### src/rtl/mpt_pkg.sv
package mpt_pkg;

  typedef enum logic {
    MODE_CMD  = 1'b0,
    MODE_UART = 1'b1
  } mpt_mode_e;

  typedef enum logic [2:0] {
    RX_IDLE  = 3'd0,
    RX_START = 3'd1,
    RX_DATA  = 3'd2,
    RX_STOP  = 3'd3,
    RX_BREAK = 3'd4
  } mpt_rx_state_e;

  localparam logic [7:0] CODE_ENTER_UART = 8'h3F;
  localparam logic [7:0] CODE_RESET      = 8'hFF;
  localparam logic [7:0] CODE_ACK        = 8'hFE;

endpackage

### src/rtl/mpt_host_if.sv
module mpt_host_if #(
  parameter logic [15:0] BASE_ADDR = 16'h0330
) (
  input  logic        clk,
  input  logic        rst_n,
  input  logic [15:0] addr,
  input  logic [7:0]  wdata,
  input  logic        iow_n,
  input  logic        ior_n,
  input  logic [7:0]  status_byte,
  input  logic [7:0]  data_byte,
  output logic        data_wr,
  output logic        cmd_wr,
  output logic        data_rd,
  output logic [7:0]  wr_byte,
  output logic [7:0]  rdata,
  output logic        rd_en
);

  localparam logic [15:0] CMD_ADDR = BASE_ADDR + 16'd1;

  logic       iow_q, ior_q;
  logic       iow_d, ior_d;
  logic [7:0] rdata_q, rdata_d;
  logic       hit_data, hit_cmd, wr_edge, rd_edge, status_rd;

  assign hit_data = (addr == BASE_ADDR);
  assign hit_cmd  = (addr == CMD_ADDR);
  assign wr_edge  = !iow_n && iow_q;
  assign rd_edge  = !ior_n && ior_q;

  assign data_wr   = wr_edge && hit_data;
  assign cmd_wr    = wr_edge && hit_cmd;
  assign data_rd   = rd_edge && hit_data;
  assign status_rd = rd_edge && hit_cmd;
  assign wr_byte   = wdata;
  assign rd_en     = !ior_n && (hit_data || hit_cmd);
  assign rdata     = rdata_q;

  always_comb begin
    iow_d   = iow_n;
    ior_d   = ior_n;
    rdata_d = rdata_q;
    if (data_rd)   rdata_d = data_byte;
    if (status_rd) rdata_d = status_byte;
  end

  always_ff @(posedge clk or negedge rst_n) begin
    if (!rst_n) begin
      iow_q   <= 1'b1;
      ior_q   <= 1'b1;
      rdata_q <= 8'h00;
    end else begin
      iow_q   <= iow_d;
      ior_q   <= ior_d;
      rdata_q <= rdata_d;
    end
  end

endmodule

### src/rtl/mpt_cmd_ctrl.sv
module mpt_cmd_ctrl
  import mpt_pkg::*;
(
  input  logic       clk,
  input  logic       rst_n,
  input  logic       cmd_wr,
  input  logic       data_wr,
  input  logic       data_rd,
  input  logic [7:0] wr_byte,
  input  logic       rx_valid,
  input  logic [7:0] rx_data,
  input  logic       tx_hold_full,
  output mpt_mode_e  mode,
  output logic       tx_load,
  output logic       rx_full,
  output logic [7:0] rx_byte,
  output logic [7:0] status_byte
);

  mpt_mode_e  mode_q, mode_d;
  logic       full_q, full_d;
  logic [7:0] byte_q, byte_d;
  logic       cmd_accept;

  assign cmd_accept  = cmd_wr && ((mode_q == MODE_CMD) || (wr_byte == CODE_RESET));
  assign tx_load     = data_wr && (mode_q == MODE_UART);
  assign status_byte = {!full_q, tx_hold_full, 6'b000000};
  assign mode        = mode_q;
  assign rx_full     = full_q;
  assign rx_byte     = byte_q;

  always_comb begin
    mode_d = mode_q;
    full_d = full_q;
    byte_d = byte_q;
    if (rx_valid && (mode_q == MODE_UART) && (!full_q || data_rd)) begin
      full_d = 1'b1;
      byte_d = rx_data;
    end else if (data_rd) begin
      full_d = 1'b0;
    end
    if (cmd_accept) begin
      full_d = 1'b1;
      byte_d = CODE_ACK;
      if (mode_q == MODE_UART)
        mode_d = MODE_CMD;
      else if (wr_byte == CODE_ENTER_UART)
        mode_d = MODE_UART;
    end
  end

  always_ff @(posedge clk or negedge rst_n) begin
    if (!rst_n) begin
      mode_q <= MODE_CMD;
      full_q <= 1'b0;
      byte_q <= 8'h00;
    end else begin
      mode_q <= mode_d;
      full_q <= full_d;
      byte_q <= byte_d;
    end
  end

endmodule

### src/rtl/mpt_uart_tx.sv
module mpt_uart_tx #(
  parameter int CLKS_PER_BIT = 1600
) (
  input  logic       clk,
  input  logic       rst_n,
  input  logic       load,
  input  logic [7:0] load_data,
  output logic       hold_full,
  output logic [7:0] hold_data,
  output logic       busy,
  output logic       txd
);

  localparam int CW = (CLKS_PER_BIT > 1) ? $clog2(CLKS_PER_BIT) : 1;
  localparam logic [CW-1:0] CNT_TOP = CW'(CLKS_PER_BIT - 1);
  localparam logic [3:0]    LAST_BIT = 4'd9;

  logic          full_q, full_d;
  logic [7:0]    hold_q, hold_d;
  logic          busy_q, busy_d;
  logic [9:0]    shift_q, shift_d;
  logic [3:0]    bit_q, bit_d;
  logic [CW-1:0] cnt_q, cnt_d;

  always_comb begin
    full_d  = full_q;
    hold_d  = hold_q;
    busy_d  = busy_q;
    shift_d = shift_q;
    bit_d   = bit_q;
    cnt_d   = cnt_q;
    if (busy_q) begin
      if (cnt_q == '0) begin
        if (bit_q == LAST_BIT) begin
          busy_d = 1'b0;
        end else begin
          shift_d = {1'b1, shift_q[9:1]};
          bit_d   = bit_q + 4'd1;
          cnt_d   = CNT_TOP;
        end
      end else begin
        cnt_d = cnt_q - 1'b1;
      end
    end else if (full_q) begin
      busy_d  = 1'b1;
      shift_d = {1'b1, hold_q, 1'b0};
      bit_d   = 4'd0;
      cnt_d   = CNT_TOP;
      full_d  = 1'b0;
    end
    if (load && !full_q) begin
      full_d = 1'b1;
      hold_d = load_data;
    end
  end

  always_ff @(posedge clk or negedge rst_n) begin
    if (!rst_n) begin
      full_q  <= 1'b0;
      hold_q  <= 8'h00;
      busy_q  <= 1'b0;
      shift_q <= 10'h3FF;
      bit_q   <= 4'd0;
      cnt_q   <= '0;
    end else begin
      full_q  <= full_d;
      hold_q  <= hold_d;
      busy_q  <= busy_d;
      shift_q <= shift_d;
      bit_q   <= bit_d;
      cnt_q   <= cnt_d;
    end
  end

  assign hold_full = full_q;
  assign hold_data = hold_q;
  assign busy      = busy_q;
  assign txd       = busy_q ? shift_q[0] : 1'b1;

endmodule

### src/rtl/mpt_uart_rx.sv
module mpt_uart_rx
  import mpt_pkg::*;
#(
  parameter int CLKS_PER_BIT = 1600
) (
  input  logic       clk,
  input  logic       rst_n,
  input  logic       rxd,
  output logic       valid,
  output logic [7:0] data
);

  localparam int CW = (CLKS_PER_BIT > 1) ? $clog2(CLKS_PER_BIT) : 1;
  localparam logic [CW-1:0] CNT_TOP  = CW'(CLKS_PER_BIT - 1);
  localparam logic [CW-1:0] CNT_HALF = CW'(CLKS_PER_BIT / 2 - 1);

  logic          sync1_q, sync2_q;
  mpt_rx_state_e state_q, state_d;
  logic [CW-1:0] cnt_q, cnt_d;
  logic [2:0]    bit_q, bit_d;
  logic [7:0]    sr_q, sr_d;
  logic          valid_q, valid_d;

  always_comb begin
    state_d = state_q;
    cnt_d   = cnt_q;
    bit_d   = bit_q;
    sr_d    = sr_q;
    valid_d = 1'b0;
    unique case (state_q)
      RX_IDLE: begin
        if (!sync2_q) begin
          state_d = RX_START;
          cnt_d   = CNT_HALF;
        end
      end
      RX_START: begin
        if (cnt_q == '0) begin
          if (!sync2_q) begin
            state_d = RX_DATA;
            cnt_d   = CNT_TOP;
            bit_d   = 3'd0;
          end else begin
            state_d = RX_IDLE;
          end
        end else begin
          cnt_d = cnt_q - 1'b1;
        end
      end
      RX_DATA: begin
        if (cnt_q == '0) begin
          sr_d  = {sync2_q, sr_q[7:1]};
          cnt_d = CNT_TOP;
          if (bit_q == 3'd7) state_d = RX_STOP;
          else               bit_d   = bit_q + 3'd1;
        end else begin
          cnt_d = cnt_q - 1'b1;
        end
      end
      RX_STOP: begin
        if (cnt_q == '0) begin
          valid_d = sync2_q;
          state_d = sync2_q ? RX_IDLE : RX_BREAK;
        end else begin
          cnt_d = cnt_q - 1'b1;
        end
      end
      RX_BREAK: begin
        if (sync2_q) state_d = RX_IDLE;
      end
      default: state_d = RX_IDLE;
    endcase
  end

  always_ff @(posedge clk or negedge rst_n) begin
    if (!rst_n) begin
      sync1_q <= 1'b1;
      sync2_q <= 1'b1;
      state_q <= RX_IDLE;
      cnt_q   <= '0;
      bit_q   <= 3'd0;
      sr_q    <= 8'h00;
      valid_q <= 1'b0;
    end else begin
      sync1_q <= rxd;
      sync2_q <= sync1_q;
      state_q <= state_d;
      cnt_q   <= cnt_d;
      bit_q   <= bit_d;
      sr_q    <= sr_d;
      valid_q <= valid_d;
    end
  end

  assign valid = valid_q;
  assign data  = sr_q;

endmodule

### src/rtl/mpt_midi_passthru.sv
module mpt_midi_passthru
  import mpt_pkg::*;
#(
  parameter logic [15:0] BASE_ADDR = 16'h0330,
  parameter int          CLK_HZ    = 50_000_000,
  parameter int          BAUD      = 31_250
) (
  input  logic        clk,
  input  logic        rst_n,
  input  logic [15:0] host_addr,
  input  logic [7:0]  host_wdata,
  input  logic        host_iow_n,
  input  logic        host_ior_n,
  output logic [7:0]  host_rdata,
  output logic        host_rd_en,
  output logic        host_irq,
  input  logic        midi_in,
  output logic        midi_out
);

  localparam int CLKS_PER_BIT = CLK_HZ / BAUD;

  logic       rst_meta_q, rst_sync_n;
  logic       data_wr, cmd_wr, data_rd;
  logic [7:0] wr_byte, status_byte, rx_byte, rx_data, tx_hold_data;
  logic       tx_load, tx_hold_full, tx_busy, rx_valid, rx_full;
  mpt_mode_e  mode;

  always_ff @(posedge clk or negedge rst_n) begin
    if (!rst_n) begin
      rst_meta_q <= 1'b0;
      rst_sync_n <= 1'b0;
    end else begin
      rst_meta_q <= 1'b1;
      rst_sync_n <= rst_meta_q;
    end
  end

  mpt_host_if #(.BASE_ADDR(BASE_ADDR)) u_host (
    .clk        (clk),
    .rst_n      (rst_sync_n),
    .addr       (host_addr),
    .wdata      (host_wdata),
    .iow_n      (host_iow_n),
    .ior_n      (host_ior_n),
    .status_byte(status_byte),
    .data_byte  (rx_byte),
    .data_wr    (data_wr),
    .cmd_wr     (cmd_wr),
    .data_rd    (data_rd),
    .wr_byte    (wr_byte),
    .rdata      (host_rdata),
    .rd_en      (host_rd_en)
  );

  mpt_cmd_ctrl u_ctrl (
    .clk         (clk),
    .rst_n       (rst_sync_n),
    .cmd_wr      (cmd_wr),
    .data_wr     (data_wr),
    .data_rd     (data_rd),
    .wr_byte     (wr_byte),
    .rx_valid    (rx_valid),
    .rx_data     (rx_data),
    .tx_hold_full(tx_hold_full),
    .mode        (mode),
    .tx_load     (tx_load),
    .rx_full     (rx_full),
    .rx_byte     (rx_byte),
    .status_byte (status_byte)
  );

  mpt_uart_tx #(.CLKS_PER_BIT(CLKS_PER_BIT)) u_tx (
    .clk      (clk),
    .rst_n    (rst_sync_n),
    .load     (tx_load),
    .load_data(wr_byte),
    .hold_full(tx_hold_full),
    .hold_data(tx_hold_data),
    .busy     (tx_busy),
    .txd      (midi_out)
  );

  mpt_uart_rx #(.CLKS_PER_BIT(CLKS_PER_BIT)) u_rx (
    .clk  (clk),
    .rst_n(rst_sync_n),
    .rxd  (midi_in),
    .valid(rx_valid),
    .data (rx_data)
  );

  assign host_irq = rx_full;

endmodule

### config.mk
export PLATFORM = sky130hd
export DESIGN_NAME = mpt_midi_passthru
export DESIGN_NICKNAME = d
export VERILOG_FILES = /design/src/rtl/mpt_pkg.sv /design/src/rtl/mpt_host_if.sv /design/src/rtl/mpt_cmd_ctrl.sv /design/src/rtl/mpt_uart_tx.sv /design/src/rtl/mpt_uart_rx.sv /design/src/rtl/mpt_midi_passthru.sv
export SDC_FILE = /design/constraint.sdc
export NUM_CORES = 1
export LEC_CHECK = 0
export BUFFER_PORTS_ARGS = -buffer_cell sky130_fd_sc_hd__buf_2
export CAP_MARGIN = 20
export CORE_UTILIZATION = 29
export DETAILED_ROUTE_END_ITERATION = 7
export PLACE_DENSITY = 0.48
export SLEW_MARGIN = 20
export SYNTH_ARGS = -nofsm -noshare
export SYNTH_HDL_FRONTEND = slang
export SYNTH_SLANG_ARGS = --single-unit
### constraint.sdc
create_clock -name clk -period 2.4 [get_ports clk]
set_clock_uncertainty 0.15 [all_clocks]
set_input_delay 0.48 -clock clk [delete_from_list [all_inputs] [get_ports clk]]
set_output_delay 0.48 -clock clk [all_outputs]
set_load 0.005 [all_outputs]
# Word level (Yosys, flattened, before mapping)
# Index checks and enable logic that the tools add are counted.
[totals] regBits=85 latchBits=0 ram_bits=0 romBits=0 output_inout_bits=11 elab_cells=134 memories=0
[classes] addsub=4 multipliers=0 n_div=0 magnitude_cmp=0 eq_ne=24 shift=0 n_mux=50 n_bitwise=1 reduce_logical=34
[ops] cell="$mux W11" n=9
[ops] cell="$pmux W11 S4" n=1
[ops] cell="$mux W10" n=4
[ops] cell="$mux W3" n=11
[ops] cell="$eq A16 B10 Y1 const B" n=2
[ops] cell="$mux W8" n=4
[ops] cell="$logic_not A11 Y1" n=2
[ops] cell="$sub A11 B1 Y11 const B" n=2
[ops] cell="$mux W4" n=4
[ops] cell="$pmux W3 S5" n=1
[ops] cell="$mux W1" n=14
[ops] cell="$ne A2 B2 Y1 const B" n=7
[ops] cell="$logic_and A1 B1 Y1" n=12
[ops] cell="$ne A2 B1 Y1 const B" n=5
[ops] cell="$eq A8 B6 Y1 const B" n=1
[ops] cell="$eq A8 B8 Y1 const B" n=1
[ops] cell="$reduce_bool A2 Y1" n=4
[ops] cell="$eq A3 B2 Y1 const B" n=2
[ops] cell="$eq A3 B3 Y1 const B" n=2
[ops] cell="$ne A3 B3 Y1 const B" n=2
[ops] cell="$pmux W3 S2" n=1
[ops] cell="$reduce_and A6 Y1" n=1
[ops] cell="$reduce_and A5 Y1" n=1
[ops] cell="$add A4 B1 Y4 const B" n=1
[ops] cell="13 further kinds" n=19

# Logic depth before layout (Yosys ltp)
[depth] word_depth=7 ltp_mapped=9 depth_no_buf=7

# By module
# Synthesis repeated with hierarchy kept, for this count alone.
[unflattened] cells_unflattened=413 hier_area_um2=4526.8
[by_module_without_submodules] module="mpt_uart_tx" n_inst=1 cells_each=162 area_each_um2=1779.2
[by_module_without_submodules] module="mpt_uart_rx" n_inst=1 cells_each=140 area_each_um2=1531.5
[by_module_without_submodules] module="mpt_host_if" n_inst=1 cells_each=46 area_each_um2=608.1
[by_module_without_submodules] module="mpt_cmd_ctrl" n_inst=1 cells_each=62 area_each_um2=554.3
[by_module_without_submodules] module="mpt_midi_passthru" n_inst=1 cells_each=3 area_each_um2=53.8

# Worst setup path before layout
# No wires, ideal clock.
[synth_path] path_type="in2reg" from="input host_addr[1]" to="register u_ctrl.byte_q[1] (netlist: u_ctrl.rx_byte[1])" setup_ps=121 arrival_ps=1958 t_required_ps=2129 slack_ps=171 stages=6 cell_sequence="nor4_4 -> nand4_1 -> or3b_1 -> buf_2 -> o31a_4 -> o22a_1"
[synth_via] elab_chain_len=5
[synth_rtl] item="start: declaration" line="mpt_midi_passthru.sv:10" text="input logic [15:0] host_addr,"
[synth_rtl] item="$eq A16 B10 Y1" line="mpt_host_if.sv:27" text="assign hit_data = (addr == BASE_ADDR);"
[synth_rtl] item="$logic_and A1 B1 Y1" line="mpt_host_if.sv:34" text="assign data_rd = rd_edge && hit_data;"
[synth_rtl] item="$logic_or A1 B1 Y1" line="mpt_cmd_ctrl.sv:36" text="if (rx_valid && (mode_q == MODE_UART) && (!full_q || data_rd)) begin"
[synth_rtl] item="$logic_and A1 B1 Y1" line="mpt_cmd_ctrl.sv:36"
[synth_rtl] item="$reduce_bool A2 Y1 (no line)"
[synth_rtl] item="end signal: assignment" line="mpt_cmd_ctrl.sv:60" text="byte_q <= byte_d;"
[synth_rtl] item="end: declaration" line="mpt_cmd_ctrl.sv:22" text="logic [7:0] byte_q, byte_d;"
# Several ways; a longest one is shown, not always the timed one.
# A chain may end at the register's enable or synchronous reset.

# Worst setup path after layout
[layout_path] from="register u_tx.cnt_q[0]" to="register u_tx.bit_q[2]"
[layout_via] elab_chain_len=3
[layout_rtl] item="start: declaration" line="mpt_uart_tx.sv:23" text="logic [CW-1:0] cnt_q, cnt_d;"
[layout_rtl] item="start signal: assignment" line="mpt_uart_tx.sv:71" text="cnt_q <= cnt_d;"
[layout_rtl] item="$logic_not A11 Y1" line="mpt_uart_tx.sv:33" text="if (cnt_q == '0) begin"
[layout_rtl] item="$ne A2 B2 Y1 (no line)"
[layout_rtl] item="$reduce_and A3 Y1 (no line)"
[layout_rtl] item="end signal: assignment" line="mpt_uart_tx.sv:70" text="bit_q <= bit_d;"
[layout_rtl] item="end: declaration" line="mpt_uart_tx.sv:22" text="logic [3:0] bit_q, bit_d;"
# No other way between the ends.

==> flow_summary.ini <==
[setup_path]
crit_path_top_delay_cell = dfrtp_1
cp_cell_sequence = inv_1, ha_1, nand2b_1, nor4_4, buf_4, nand2_1, mux2_2, a22o_1
end_kind = flop
crit_type = reg -> reg
worstPathRequired_ps = 2480
worstSetupStartpoint = u_tx.cnt_q[0]
arrival_ps = 2290
startpoint_type = flop
crit_family = simple AND/OR/NAND/NOR gates
rr_startpoint = u_tx.cnt_q[0]
path_buf_inv = 2
crit_fanout = 5
slowest_delay_ps = 420

[logic_synthesis]
synth_seq_cells = 84
synth_area_leader_cell = dfrtp_1
synthTopCellsByArea = dfrtp_1 44%, dfstp_2 8.5%, mux2_2 5.0%, nand2_1 4.4%, o21ai_0 4.0%
synth_top_area_share_pct = 44.21
yosysWarnings = 0
ys.flop_type = dfrtp_1
syn_inst = 381
syn_area_per_cell_um2 = 10.55
synth-seq-area-share_pct = 52.71
async_reset_ff_share_pct = 100.0
synth_edf_count = 0
synth_cell_types = 52
syn_area_um2 = 4019
synth_nets = 417

[clock_network]
cts.clk_slew.worst_paths_ps = 60
cts-buffers-inserted = 9
clock_latency_ps = 340
clkSinkCount = 84
cts_setup_buffers = 0
root_buffer = clkbuf_16
cts_tree = built
clock_path_buffers = 2
ctsHtreeMaxLevel = 3

[global_routing]
gr-total-overflow = 0
grt_max_degree = 37
antenna_found_initial = 1
grt_first_pass_wirelength_um = 14420
grt_usage_pct = 13.03
first_global_vias = 2865

[finish]
drive_gt1_share_pct = 25.57
nFillCells = 1304
area_growth_syn_to_layout_pct = 21.51
final_util_pct = 36.44
nets = 473
num_antenna_cells = 0

[sta]
rsz0062_at_grt = no
layout_min_cycle_time_ps = 2211
relSlewSlack_pct = 58.44
tns_ps = 0
hold_viol_final = 0
drv_slew = 0
period_share_pct = 92.12
clock.fmax_ghz = 0.4523
tightest_slew_ps = 620.5
setup_viol = 0
worst_slack_ps = 189.2

[floorplanning]
die_y_um = 119.7
row_count = 42
initial_utilization_pct = 29.99
pin_count = 40
die_area_um2 = 14330
die_width_um = 119.7
core_region_area_um2 = 13400

[drt]
wl_per_cell_um = 13.95
met2_wirelength_um = 3821
dr.pass1.iters = 6
drtAntennaViolNets = 0
routed_wl_um = 8623
first_iter_violations = 147
viasPerCell = 4.828
met1_length_um = 4297
wl_met3_um = 321
top_layer_used = met5
vias = 2984
drcViolationCount = 0

[hold_path]
hp-start = midi_in
min_path_type = in -> reg

[power_and_ir_drop]
power_frac_comb_pct = 10.0
pwr-share-seq_pct = 46.2
switchingPower_mw = 0.8760
p_int_mw = 2.674
swShare_pct = 24.68
ir_worst_vdd_uv = 399.3
powerDensity_nw_per_um2 = 727.0
p_leak_nw = 2.249
pwr-share-clk_pct = 43.8

[run]
drv_cap = 0

[placement]
io_buffers = 39
pre_cts_ws_ps = 78.44
dp_hpwl_um = 6401
gp_congestion = 0.7513

[run_status]
outcome = finished, final reports clean
[per-layer routing]
| metal | track usage, % | vias up |
|---|---|---|
| met3 | 3.327 | 15 |
| met2 | 19.69 | 39 |
| met5 | 0 | - |
| met1 | 17.31 | 1430 |
| met4 | 6.406 | 2 |
| li1 | - | 1498 |
[Yosys cell counts (2+ instances only)]
| library cell | n |
|---|---|
| a21oi_1 | 14 |
| a22o_1 | 5 |
| a22oi_1 | 2 |
| a31oi_1 | 4 |
| and3_1 | 2 |
| and4_1 | 5 |
| and4b_1 | 3 |
| buf_2 | 2 |
| clkbuf_1 | 10 |
| dfrtp_1 | 71 |
| dfstp_2 | 13 |
| ha_1 | 7 |
| inv_1 | 11 |
| mux2_2 | 18 |
| mux2i_1 | 10 |
| nand2_1 | 47 |
| nand2b_1 | 10 |
| nand3_1 | 9 |
| nand3b_1 | 3 |
| nand4_1 | 6 |
| nand4b_1 | 2 |
| nor2_1 | 26 |
| nor2b_1 | 3 |
| nor3_1 | 11 |
| nor4_1 | 4 |
| nor4_4 | 2 |
| nor4b_1 | 3 |
| o21a_1 | 2 |
| o21ai_0 | 32 |
| o22a_1 | 9 |
| o22ai_1 | 2 |
| o31ai_1 | 2 |
| o41ai_1 | 3 |
| or3_1 | 4 |
| xnor2_1 | 2 |
| xor2_1 | 6 |
[power groups by stage]
stage / combinational, mW / sequential, mW / clock [mW]
final: 0.355 / 1.64 / 1.55
after global routing: 0.419 / 1.66 / 1.66
after CTS: 0.362 / 1.64 / 1.60
after floorplan: 0.250 / 1.64 / 0
after global placement: 0.355 / 1.66 / 0
after detailed placement: 0.361 / 1.67 / 0
[flip-flops by register name, indices dropped and copies added, names as in the netlist, 3 cells and up]
register        count
u_tx.hold_data      8
u_tx.bit_q          4
u_rx.bit_q          3
u_rx.data           8
u_ctrl.rx_byte      8
u_tx.cnt_q         11
u_rx.cnt_q         11
u_tx.shift_q        9
u_host.rdata        8
u_rx.state_q        3
[stage by stage]
stage	cells	hold slack [ps]	instance area, um^2	power (mW)
after floorplan	381	34.41	4020	1.887
after global placement	601	103.6	4534	2.018
after detailed placement	601	110.9	4534	2.026
after CTS	618	70.47	4881	3.600
after global routing	618	72.85	4883	3.736
final	618	84.42	4883	3.550
[path summary, 6_finish.rpt]
path | to | slack (ps) | cells past startpoint
worst max register to register | u_tx.bit_q[2] | 190 | 8
worst max-delay path | u_tx.bit_q[2] | 190 | 8
worst min-delay path | u_rx.sync1_q | 80 | 1
max in group asynchronous | u_host.iow_q | 1340 | 1
worst min register to register | u_host.rdata[0] | 90 | 0
min in group asynchronous | u_host.rdata[0] | 90 | 0
[area by class of cell]
cell class / count / area, um^2 / share of cell area (%)
Sequential cell: 84 / 2122 / 43.45
Clock buffer: 12 / 266.5 / 5.457
Multi-Input combinational cell: 273 / 1810 / 37.07
Inverter: 11 / 41.29 / 0.8455
Timing Repair Buffer: 58 / 352.8 / 7.225
Tap cell: 176 / 220.2 / 4.509
Clock inverter: 4 / 70.07 / 1.435
[placed cells by master (no fill, tap or decap), types with 11 or more instances in the layout]
cell     count
a21oi_1     14
buf_2       39
buf_4       17
dfrtp_1     70
dfstp_2     13
inv_1       11
mux2_2      18
nand2_1     46
nor2_1      26
nor3_1      11
o21ai_0     32
[what timing repair did]
item | in CTS | in global routing
hold buffers | 1 | 0
resized for setup | 0 | 1
hold endpoints to repair | 2 | 0
setup endpoints to repair | 0 | 1
[logic make-up after synthesis]
logic type	Yosys count	share of synthesized area [%]
AOI/OAI and AO/OA	85	13.79
xor gates and xnor gates	8	1.744
buffers and inverters	24	2.304
DFF	84	52.71
other	1	0.09331
and+or+nand+nor	144	19.64
adders and majority gates	7	2.179
muxes	28	7.534
Power figures use the tool's default switching activity.
